==> config.mk <==
export PLATFORM = sky130hd
export DESIGN_NAME = dw_block_seq
export DESIGN_NICKNAME = d
export VERILOG_FILES = /design/src/rtl/dwbt_pkg.sv /design/src/rtl/dwbt_addr_step.sv /design/src/rtl/dwbt_word_counter.sv /design/src/rtl/dwbt_out_stage.sv /design/src/rtl/dw_block_seq.sv
export SDC_FILE = /design/constraint.sdc
export NUM_CORES = 1
export LEC_CHECK = 0
export ABC_AREA = 1
export ABC_CLOCK_PERIOD_IN_PS = 4400
export BUFFER_PORTS_ARGS = -buffer_cell sky130_fd_sc_hd__buf_4
export CAP_MARGIN = 5
export CORE_UTILIZATION = 55
export CTS_CLUSTER_SIZE = 8
export DETAILED_ROUTE_END_ITERATION = 7
export MAX_ROUTING_LAYER = met4
export PLACE_DENSITY = 0.95
export SLEW_MARGIN = 0
export SYNTH_ARGS = -nofsm -noshare
export SYNTH_HDL_FRONTEND = slang
export SYNTH_SLANG_ARGS = --single-unit
==> constraint.sdc <==
create_clock -name clk -period 4.4 [get_ports clk]
set_input_delay 0.44 -clock clk [delete_from_list [all_inputs] [get_ports clk]]
set_output_delay 0.44 -clock clk [all_outputs]
set_load 0.05 [all_outputs]
==> src/rtl/dwbt_pkg.sv <==
package dwbt_pkg;
  localparam int STN_W = 5;
  localparam int SUB_W = 4;

  typedef enum logic [2:0] {
    END_NONE     = 3'd0,
    END_NOQ      = 3'd1,
    END_STATION  = 3'd2,
    END_ADDR_OVF = 3'd3,
    END_LIMIT    = 3'd4
  } end_cause_e;

  typedef enum logic [1:0] {
    ST_IDLE,
    ST_ISSUE,
    ST_PUSH,
    ST_FINISH
  } seq_state_e;

  typedef struct packed {
    logic [STN_W-1:0] station;
    logic [SUB_W-1:0] subaddr;
  } dw_addr_t;

  function automatic logic [STN_W-1:0] bump_station(input logic [STN_W-1:0] n);
    return n + 1'b1;
  endfunction

  function automatic logic [SUB_W-1:0] bump_subaddr(input logic [SUB_W-1:0] a);
    return a + 1'b1;
  endfunction

  function automatic logic subaddr_at_top(input logic [SUB_W-1:0] a);
    return &a;
  endfunction
endpackage

==> src/rtl/dwbt_addr_step.sv <==
module dwbt_addr_step
  import dwbt_pkg::*;
(
  input  dw_addr_t   cur_addr,
  input  logic       step_station,
  output dw_addr_t   next_addr,
  output logic       scan_ends,
  output end_cause_e scan_cause
);
  always_comb begin
    next_addr  = cur_addr;
    scan_ends  = 1'b0;
    scan_cause = END_NONE;
    if (step_station) begin
      next_addr.station = bump_station(cur_addr.station);
      if (next_addr.station == '0) begin
        scan_ends  = 1'b1;
        scan_cause = END_STATION;
      end
    end else begin
      next_addr.subaddr = bump_subaddr(cur_addr.subaddr);
      if (subaddr_at_top(cur_addr.subaddr)) begin
        scan_ends  = 1'b1;
        scan_cause = END_ADDR_OVF;
      end
    end
  end
endmodule

==> src/rtl/dwbt_word_counter.sv <==
module dwbt_word_counter #(
  parameter int CNT_W = 16
) (
  input  logic             clk,
  input  logic             rst_n,
  input  logic             clear,
  input  logic             bump,
  input  logic [CNT_W-1:0] limit,
  output logic [CNT_W-1:0] count,
  output logic             at_limit
);
  localparam logic [CNT_W-1:0] ONE = CNT_W'(1);

  function automatic logic [CNT_W-1:0] effective_limit(input logic [CNT_W-1:0] lim);
    return (lim == '0) ? ONE : lim;
  endfunction

  logic [CNT_W-1:0] count_q;
  logic [CNT_W-1:0] eff_limit;

  assign eff_limit = effective_limit(limit);
  assign count     = count_q;
  assign at_limit  = (count_q >= eff_limit);

  always_ff @(posedge clk or negedge rst_n) begin
    if (!rst_n)     count_q <= '0;
    else if (clear) count_q <= '0;
    else if (bump)  count_q <= count_q + ONE;
  end


  no_overrun_chk: assert property (@(posedge clk) disable iff (!rst_n)
    count_q <= eff_limit);


  count_step_chk: assert property (@(posedge clk) disable iff (!rst_n)
    !clear && !bump |=> $stable(count_q));
endmodule

==> src/rtl/dwbt_out_stage.sv <==
module dwbt_out_stage #(
  parameter int DATA_W = 24
) (
  input  logic              clk,
  input  logic              rst_n,
  input  logic              load,
  input  logic [DATA_W-1:0] load_data,
  input  logic              ready,
  output logic              valid,
  output logic [DATA_W-1:0] data,
  output logic              fire
);
  logic              valid_q;
  logic [DATA_W-1:0] data_q;

  assign valid = valid_q;
  assign data  = data_q;
  assign fire  = valid_q && ready;

  always_ff @(posedge clk or negedge rst_n) begin
    if (!rst_n) begin
      valid_q <= 1'b0;
      data_q  <= '0;
    end else if (load) begin
      valid_q <= 1'b1;
      data_q  <= load_data;
    end else if (fire) begin
      valid_q <= 1'b0;
    end
  end


  stall_hold_chk: assert property (@(posedge clk) disable iff (!rst_n)
    valid_q && !ready |=> valid_q && $stable(data_q));
endmodule

==> src/rtl/dw_block_seq.sv <==
module dw_block_seq
  import dwbt_pkg::*;
#(
  parameter int DATA_W = 24,
  parameter int FUNC_W = 5,
  parameter int CNT_W  = 16
) (
  input  logic              clk,
  input  logic              rst_n,
  input  logic              start,
  input  logic [4:0]        cmd_station,
  input  logic [3:0]        cmd_subaddr,
  input  logic [FUNC_W-1:0] cmd_func,
  input  logic              cmd_scan,
  input  logic              cmd_scan_station,
  input  logic [CNT_W-1:0]  cmd_max_words,
  output logic              dw_req,
  output logic [4:0]        dw_station,
  output logic [3:0]        dw_subaddr,
  output logic [FUNC_W-1:0] dw_func,
  input  logic [DATA_W-1:0] dw_rdata,
  input  logic              dw_q,
  input  logic              dw_done,
  output logic              out_valid,
  output logic [DATA_W-1:0] out_data,
  input  logic              out_ready,
  output logic              busy,
  output logic [CNT_W-1:0]  word_count,
  output logic              xfer_done,
  output logic [2:0]        end_cause
);
  seq_state_e        state_q;
  dw_addr_t          addr_q;
  logic [FUNC_W-1:0] func_q;
  logic              scan_q;
  logic              scan_st_q;
  logic [CNT_W-1:0]  limit_q;
  end_cause_e        cause_q;

  // Named internal events
  logic       start_accept;
  logic       empty_scan;
  logic       cycle_end;
  logic       cycle_hit;
  logic       word_fire;
  logic       at_limit;
  logic       stream_valid;
  dw_addr_t   next_addr;
  logic       scan_ends;
  end_cause_e scan_cause;

  assign start_accept = (state_q == ST_IDLE) && start;
  assign empty_scan   = cmd_scan && cmd_scan_station && (cmd_station == '0);
  assign cycle_end    = (state_q == ST_ISSUE) && dw_done;
  assign cycle_hit    = cycle_end && dw_q;

  dwbt_addr_step u_step (
    .cur_addr     (addr_q),
    .step_station (scan_st_q),
    .next_addr    (next_addr),
    .scan_ends    (scan_ends),
    .scan_cause   (scan_cause)
  );

  dwbt_word_counter #(.CNT_W(CNT_W)) u_count (
    .clk      (clk),
    .rst_n    (rst_n),
    .clear    (start_accept),
    .bump     (cycle_end),
    .limit    (limit_q),
    .count    (word_count),
    .at_limit (at_limit)
  );

  dwbt_out_stage #(.DATA_W(DATA_W)) u_out (
    .clk       (clk),
    .rst_n     (rst_n),
    .load      (cycle_hit),
    .load_data (dw_rdata),
    .ready     (out_ready),
    .valid     (stream_valid),
    .data      (out_data),
    .fire      (word_fire)
  );

  always_ff @(posedge clk or negedge rst_n) begin
    if (!rst_n) begin
      state_q   <= ST_IDLE;
      addr_q    <= '0;
      func_q    <= '0;
      scan_q    <= 1'b0;
      scan_st_q <= 1'b0;
      limit_q   <= '0;
      cause_q   <= END_NONE;
    end else begin
      unique case (state_q)
        ST_IDLE: begin
          if (start_accept) begin
            addr_q    <= '{station: cmd_station, subaddr: cmd_subaddr};
            func_q    <= cmd_func;
            scan_q    <= cmd_scan;
            scan_st_q <= cmd_scan_station;
            limit_q   <= cmd_max_words;
            if (empty_scan) begin
              cause_q <= END_STATION;
              state_q <= ST_FINISH;
            end else begin
              cause_q <= END_NONE;
              state_q <= ST_ISSUE;
            end
          end
        end
        ST_ISSUE: begin
          if (cycle_end) begin
            if (!dw_q) begin
              cause_q <= END_NOQ;
              state_q <= ST_FINISH;
            end else begin
              state_q <= ST_PUSH;
            end
          end
        end
        ST_PUSH: begin
          if (word_fire) begin
            if (at_limit) begin
              cause_q <= END_LIMIT;
              state_q <= ST_FINISH;
            end else if (scan_q && scan_ends) begin
              cause_q <= scan_cause;
              state_q <= ST_FINISH;
            end else begin
              if (scan_q) addr_q <= next_addr;
              state_q <= ST_ISSUE;
            end
          end
        end
        ST_FINISH: state_q <= ST_IDLE;
        default:   state_q <= ST_IDLE;
      endcase
    end
  end

  assign busy       = (state_q != ST_IDLE);
  assign dw_req     = (state_q == ST_ISSUE);
  assign xfer_done  = (state_q == ST_FINISH);
  assign dw_station = addr_q.station;
  assign dw_subaddr = addr_q.subaddr;
  assign dw_func    = func_q;
  assign out_valid  = stream_valid;
  assign end_cause  = cause_q;


  busy_start_ignored_chk: assert property (@(posedge clk) disable iff (!rst_n)
    busy && !xfer_done |=> $stable(dw_func) && $stable(scan_q) && $stable(limit_q));


  repeat_addr_fixed_chk: assert property (@(posedge clk) disable iff (!rst_n)
    busy && !scan_q && !xfer_done |=> $stable(dw_station) && $stable(dw_subaddr));


  noq_no_word_chk: assert property (@(posedge clk) disable iff (!rst_n)
    dw_req && dw_done && !dw_q |=> !out_valid && xfer_done);


  no_issue_while_stalled_chk: assert property (@(posedge clk) disable iff (!rst_n)
    !(dw_req && out_valid));


  done_pulse_chk: assert property (@(posedge clk) disable iff (!rst_n)
    xfer_done |=> !xfer_done && !busy && $stable(end_cause));
endmodule

### After elaboration in Yosys (flattened, before gate mapping)

Cells that the tools add are included.
W data, S select, Z words.

| operators by class | value |
|---|---|
| add/subtract/negate cells | 3 |
| $lt $le $gt $ge | 1 |
| equality and inequality tests | 13 |
| multiplexer cells | 35 |
| reductions and logical operators | 22 |

Operators by type and width:

| cell | count |
|---|---|
| $mux W16 | 3 |
| $mux W9 | 5 |
| $mux W3 | 7 |
| $mux W2 | 9 |
| $pmux W9 S2 | 1 |
| $add A16 B1 Y16 const B | 1 |
| $ge A16 B16 Y1 | 1 |
| $logic_not A16 Y1 | 1 |
| $ne A2 B2 Y1 const B | 7 |
| $reduce_and A7 Y1 | 2 |
| $logic_not A5 Y1 | 2 |
| $pmux W3 S3 | 1 |
| $pmux W2 S4 | 1 |
| $reduce_bool A2 Y1 | 4 |
| $logic_and A1 B1 Y1 | 7 |
| $mux W1 | 6 |
| $reduce_and A6 Y1 | 1 |
| $add A5 B1 Y5 const B | 1 |
| $mux W5 | 1 |
| $add A4 B1 Y4 const B | 1 |
| $eq A2 B2 Y1 const B | 2 |
| $mux W4 | 1 |
| $ne A2 B1 Y1 const B | 2 |
| $reduce_and A4 Y1 | 1 |
| other kinds (6) | 6 |

| word-level totals | value |
|---|---|
| bits in registers | 78 |
| bits of input ports | 62 |
| output and inout port bits | 61 |
| logic and storage cells | 85 |

### Depth between registers and ports, before layout

| depth | value |
|---|---|
| depth in word-level cells | 9 |
| gate-level depth with buffers | 16 |
| gate-level depth less buffers | 16 |

### Cells and area by module

Synthesis repeated with hierarchy kept, for this count alone.

| second synthesis, totals | value |
|---|---|
| cells, all modules | 577 |
| area, all modules | 4464.3 µm² |

Modules (own cells, without submodules):

| module | instances | cells each | area an instance (µm²) | seq. area each (µm²) |
|---|---|---|---|---|
| dw_block_seq | 1 | 225 | 1828.0 | 925.9 |
| dwbt_word_counter | 1 | 202 | 1393.8 | 400.4 |
| dwbt_out_stage | 1 | 108 | 1013.5 | 625.6 |
| dwbt_addr_step | 1 | 42 | 229.0 | 0.0 |

### Worst setup path before layout

Ideal clock, no wire load.

| timing | value |
|---|---|
| path kind | reg-to-reg |
| start point | register u_count.count_q[0], in the netlist u_count.count[0] |
| end point | register addr_q (netlist bit dw_subaddr[2]) |
| library setup time | 0.123 ns |
| arrival | 2.062 ns |
| data required time | 4.277 ns |
| setup slack | 2.215 ns |
| stages on the path, launching flop included | 13 |
| buffers on the path | 0 |
| period minus slack after synthesis | 2.185 ns |
| cells stage by stage | dfrtp_1 -> inv_1 -> ha_1 -> nand4_1 -> nor2_1 -> nor2_1 -> nand2_1 -> nand2_1 -> nand2_2 -> nand2_1 -> nand3_4 -> nand2_1 -> o21ai_1 |

| on the way | value |
|---|---|
| word-level cells in the longest chain between the ends | 3 |

Ends and longest elaborated chain:

| element | RTL line | RTL |
|---|---|---|
| start, declared | dwbt_word_counter.sv:18 | `logic [CNT_W-1:0] count_q;` |
| start signal, assigned | dwbt_word_counter.sv:28 | `else if (bump) count_q <= count_q + ONE;` |
| $ge A16 B16 Y1 | dwbt_word_counter.sv:23 | `assign at_limit = (count_q >= eff_limit);` |
| $ne A2 B2 Y1 (no line) | n/a |  |
| $reduce_and A7 Y1 (no line) | n/a |  |
| end signal, assigned | dw_block_seq.sv:99 | `addr_q <= '{station: cmd_station, subaddr: cmd_subaddr};` |
| end signal, assigned | dw_block_seq.sv:132 | `if (scan_q) addr_q <= next_addr;` |
| end, declared | dw_block_seq.sv:33 | `dw_addr_t addr_q;` |

Every way passes these cells.
A chain may end at the register's enable or synchronous reset.

### Worst setup path after layout

| timing | value |
|---|---|
| start point | register limit_q[3] |
| end point | register addr_q (netlist bit dw_station[1]) |

| on the way | value |
|---|---|
| word-level cells in the longest chain between the ends | 5 |

Ends and longest elaborated chain:

| element | RTL line | RTL |
|---|---|---|
| start, declared | dw_block_seq.sv:37 | `logic [CNT_W-1:0] limit_q;` |
| start signal, assigned | dw_block_seq.sv:103 | `limit_q <= cmd_max_words;` |
| $logic_not A16 Y1 | dwbt_word_counter.sv:15 | `return (lim == '0) ? ONE : lim;` |
| $mux W16 (*) | dwbt_word_counter.sv:15 |  |
| $ge A16 B16 Y1 (*) | dwbt_word_counter.sv:23 |  |
| $ne A2 B2 Y1 (no line) (*) | n/a |  |
| $reduce_and A7 Y1 (no line) (*) | n/a |  |

Every way passes the cells marked *; elsewhere a longest branch is shown, timed or not.

==> results.md <==
- Netlist cell types: 35
- Gates resized, CTS repair: 0
- Final WL: 11100 um
- Psw: 2020 uW
- Port bufs: 122
- Combinational power share: 52.7%
- Synth Area per Inst: 8.66 um^2
- Tmin final: 2580 ps
- Lkg Pwr: 0.00287 uW
- Clock Power Share: 17.6%
- Seq/Total Area, Yosys: 46.4%
- Total CTS buffers: 9
- Worst Tran Pin Value: 969 ps
- Area leader, netlist: dfrtp_1
- Slowest cell on crit path: nor4_1
- Clk Latency, worst-skew pair: 360 ps
- Final core occ: 74.9%
- RSZ-0062 raised after global routing: false
- Vias in the first global route: 3658
- DRC viols: 0
- Vias: 3905
- Final nets: 695
- Critical path depth in cells: 13
- Buf/Inv on CP: 0
- Synth top area cells: dfrtp_1 (46%), nand2_1 (11%), ha_1 (7.1%)
- Flop pwr share: 29.7%
- 1st-iter DRT viols: 298
- #FFs+latches synth: 78
- Max Freq: 388 MHz
- CTS Sinks: 78
- Antenna diodes: 0
- Clk_skew: 4.60 ps
- Hold Buf Count CTS: 0
- Number of warnings issued by yosys: 0
- Largest net degree at the start of global routing: 79
- Deepest clock path buffer count: 2
- Slew headroom: 35.4%
- Avg WL per Cell: 15.6 um
- Grt total ovfl: 0
- Pre-CTS setup slack: 1950 ps
- H-tree depth: 3
- Crit path required time: 4650 ps
- Net Count, Synth: 572
- # rows: 31
- Final RePlAce weighted congestion: 0.921
- Die H: 89.5 um
- Most frequent cell after synthesis: nand2_1
- CP peak stage delay: 510 ps
- Share of post-route cells with drive strength above 1: 29.2%
- Final setup viols: 0
- Die width: 89.5 um
- Final period util: 58.5%
- First-pass GRT wire length: 17300 um
- Cell mode on critical path: nand2_1
- DR vias/cell: 5.48
- Initial antenna violation count: 0
- Final hold violations: 0
- Pre-antenna DRT Iters: 7
- Cells on worst reg2reg path: 13
- Fillers: 487
- Worst Setup Path Type: register to register
- Initial Utilization: 57.4%
- Mapped cell area: 0.00421 mm^2
- Pint: 2170 uW
- Setup tns final: 0 ps
- Crit Path Max Fanout: 8
- Root Driver: clkbuf_8
- Detail Placement HPWL: 7890 um
- Placed Cells: 697
- Synth async-reset ratio: 100%
- Share of the synthesized area in the top cell type: 46.4%
- CTS tree: yes
- Max Slew Vio Count: 0
- Worst Setup Start Kind: register
- EDFF count, synth: 0
- Area Growth Syn to Fin: 30.4%
- Core area: 0.00733 mm^2
- Worst Hold Class: primary input to asynchronous set/reset pin
- GR Util All Layers: 30.0%
- PwrDens: 764 mW/mm^2
- Top Family by Delay on Critical Path: simple AND/OR/NAND/NOR gates
- Most frequent cells after synthesis: nand2_1 (123), dfrtp_1 (78), inv_1 (60)
- Sw Share: 48.3%
- Boundary pin count: 123
- Gate count of the mapped netlist: 486
- Layout Cells excl Fill: 713
- Die area: 0.00800 mm^2
- Final worst setup slack: 1820 ps
- Postcts setup bufs: 0
- Status: complete, no violations
- Cell Chain, Critical Path: nor4_1 > a41o_1 > ha_1 > nand4_1 > nor2_1 > nor2_1 > nand2_1 > nand2_1 > nand2_2 > nand2_1 > nand3_2 > nand2_1 > nand2_1
- Max Cap Viol: 0
- Worst EP arrival: 2820 ps
- Top FF cell, synth: dfrtp_1
- DRT antenna net count: 0
- Setup crit end kind: register
- Worst-path clk slew: 80 ps
- Peak VDD IR: 572 uV
- Hold WS: 228 ps
==> cell usage in the layout, fill, tap and decap left out, types with 2 or more instances in the layout <==
cell / instances
nand2_1: 123
buf_4: 123
dfrtp_1: 78
inv_1: 60
o21ai_0: 40
mux2_2: 24
ha_1: 24
nand4_1: 23
nor2_1: 19
a21oi_1: 19
nand3_1: 18
clkbuf_8: 11
nor3_1: 8
nor4_1: 5
nand2_2: 5
o21ai_1: 4
bufinv_16: 4
mux2i_1: 3
nand3_2: 2
clkinv_1: 2
nand2_4: 2
xor2_1: 2
nor2_4: 2
==> cell type report <==
| type | count | area, um^2 | area share [%] |
|---|---|---|---|
| clock buffers | 11 | 151 | 2.76 |
| clock inverters | 5 | 129 | 2.35 |
| inverters | 64 | 241 | 4.40 |
| multi-input cells | 333 | 1970 | 35.9 |
| flip-flops and latches | 78 | 1950 | 35.6 |
| well taps | 99 | 124 | 2.26 |
| repair buffers | 123 | 923 | 16.8 |
==> layer usage <==
layer / GRT usage (%) / part of all wire (%)
met5: - / 0
met4: 10.5 / 2.2
met3: 5.17 / 6.8
met2: 48.9 / 49
met1: 38.0 / 42
==> cells by family (layout without fill, tap and decap cells) <==
logic type,after synthesis,after routing,share of synthesized area (%)
and+or+nand+nor,211,211,23.4
buffers and inverters,75,203,6.84
xor gates and xnor gates,3,3,0.625
muxes,27,27,7.14
adders and majority gates,24,24,7.14
AOI/OAI and AO/OA,68,68,8.45
DFF,78,78,46.4
==> through the flow <==
| step | total power [uW] | area, um^2 |
|---|---|---|
| after global placement | 3330 | 5210 |
| after floorplan | 2750 | 4210 |
| after CTS | 4180 | 5490 |
| after global routing | 4430 | 5490 |
| final | 4190 | 5490 |
| after detailed placement | 3420 | 5210 |
==> worst paths after layout <==
kind                                     startpoint  slack (ps)                      endpoint
min in group clk                        cmd_func[4]         280        dw_func[4]$_DFFE_PN0P_
max reg2reg                  limit_q[3]$_DFFE_PN0P_        1820     dw_station[1]$_DFFE_PN0P_
min reg2reg                end_cause[2]$_DFFE_PN0P_         510      end_cause[2]$_DFFE_PN0P_
min                                           rst_n         230  u_count.count[3]$_DFFE_PN0P_
max                          limit_q[3]$_DFFE_PN0P_        1820     dw_station[1]$_DFFE_PN0P_
max in group asynchronous                     rst_n        3550        limit_q[8]$_DFFE_PN0P_
==> flip-flops by register name, summed over array words and instances, names as in the netlist <==
name	count
u_count.count	16
dw_station	5
u_out.data	24
limit_q	16
end_cause	3
scan_q	1
scan_st_q	1
state_q	2
dw_subaddr	4
u_out.valid	1
dw_func	5
==> power groups by stage <==
stage / Combinational (uW) / Sequential (uW) / Clock, uW
floorplan: 873 / 1880 / 0
global placement: 2110 / 1230 / 0
detailed placement: 2180 / 1250 / 0
CTS: 2210 / 1240 / 738
global route: 2380 / 1280 / 769
finish: 2210 / 1240 / 738
==> worst register-to-register path, stage by stage (launching register included) <==
cell     delay (ps)
dfrtp_1         380
nor4_1          510
a41o_1          250
ha_1            240
nand4_1         100
nor2_1           40
nor2_1           90
nand2_1          80
nand2_1          90
nand2_2          80
nand2_1         260
nand3_2         170
nand2_1         120
nand2_1          60
(Power assumes the default switching activity.)
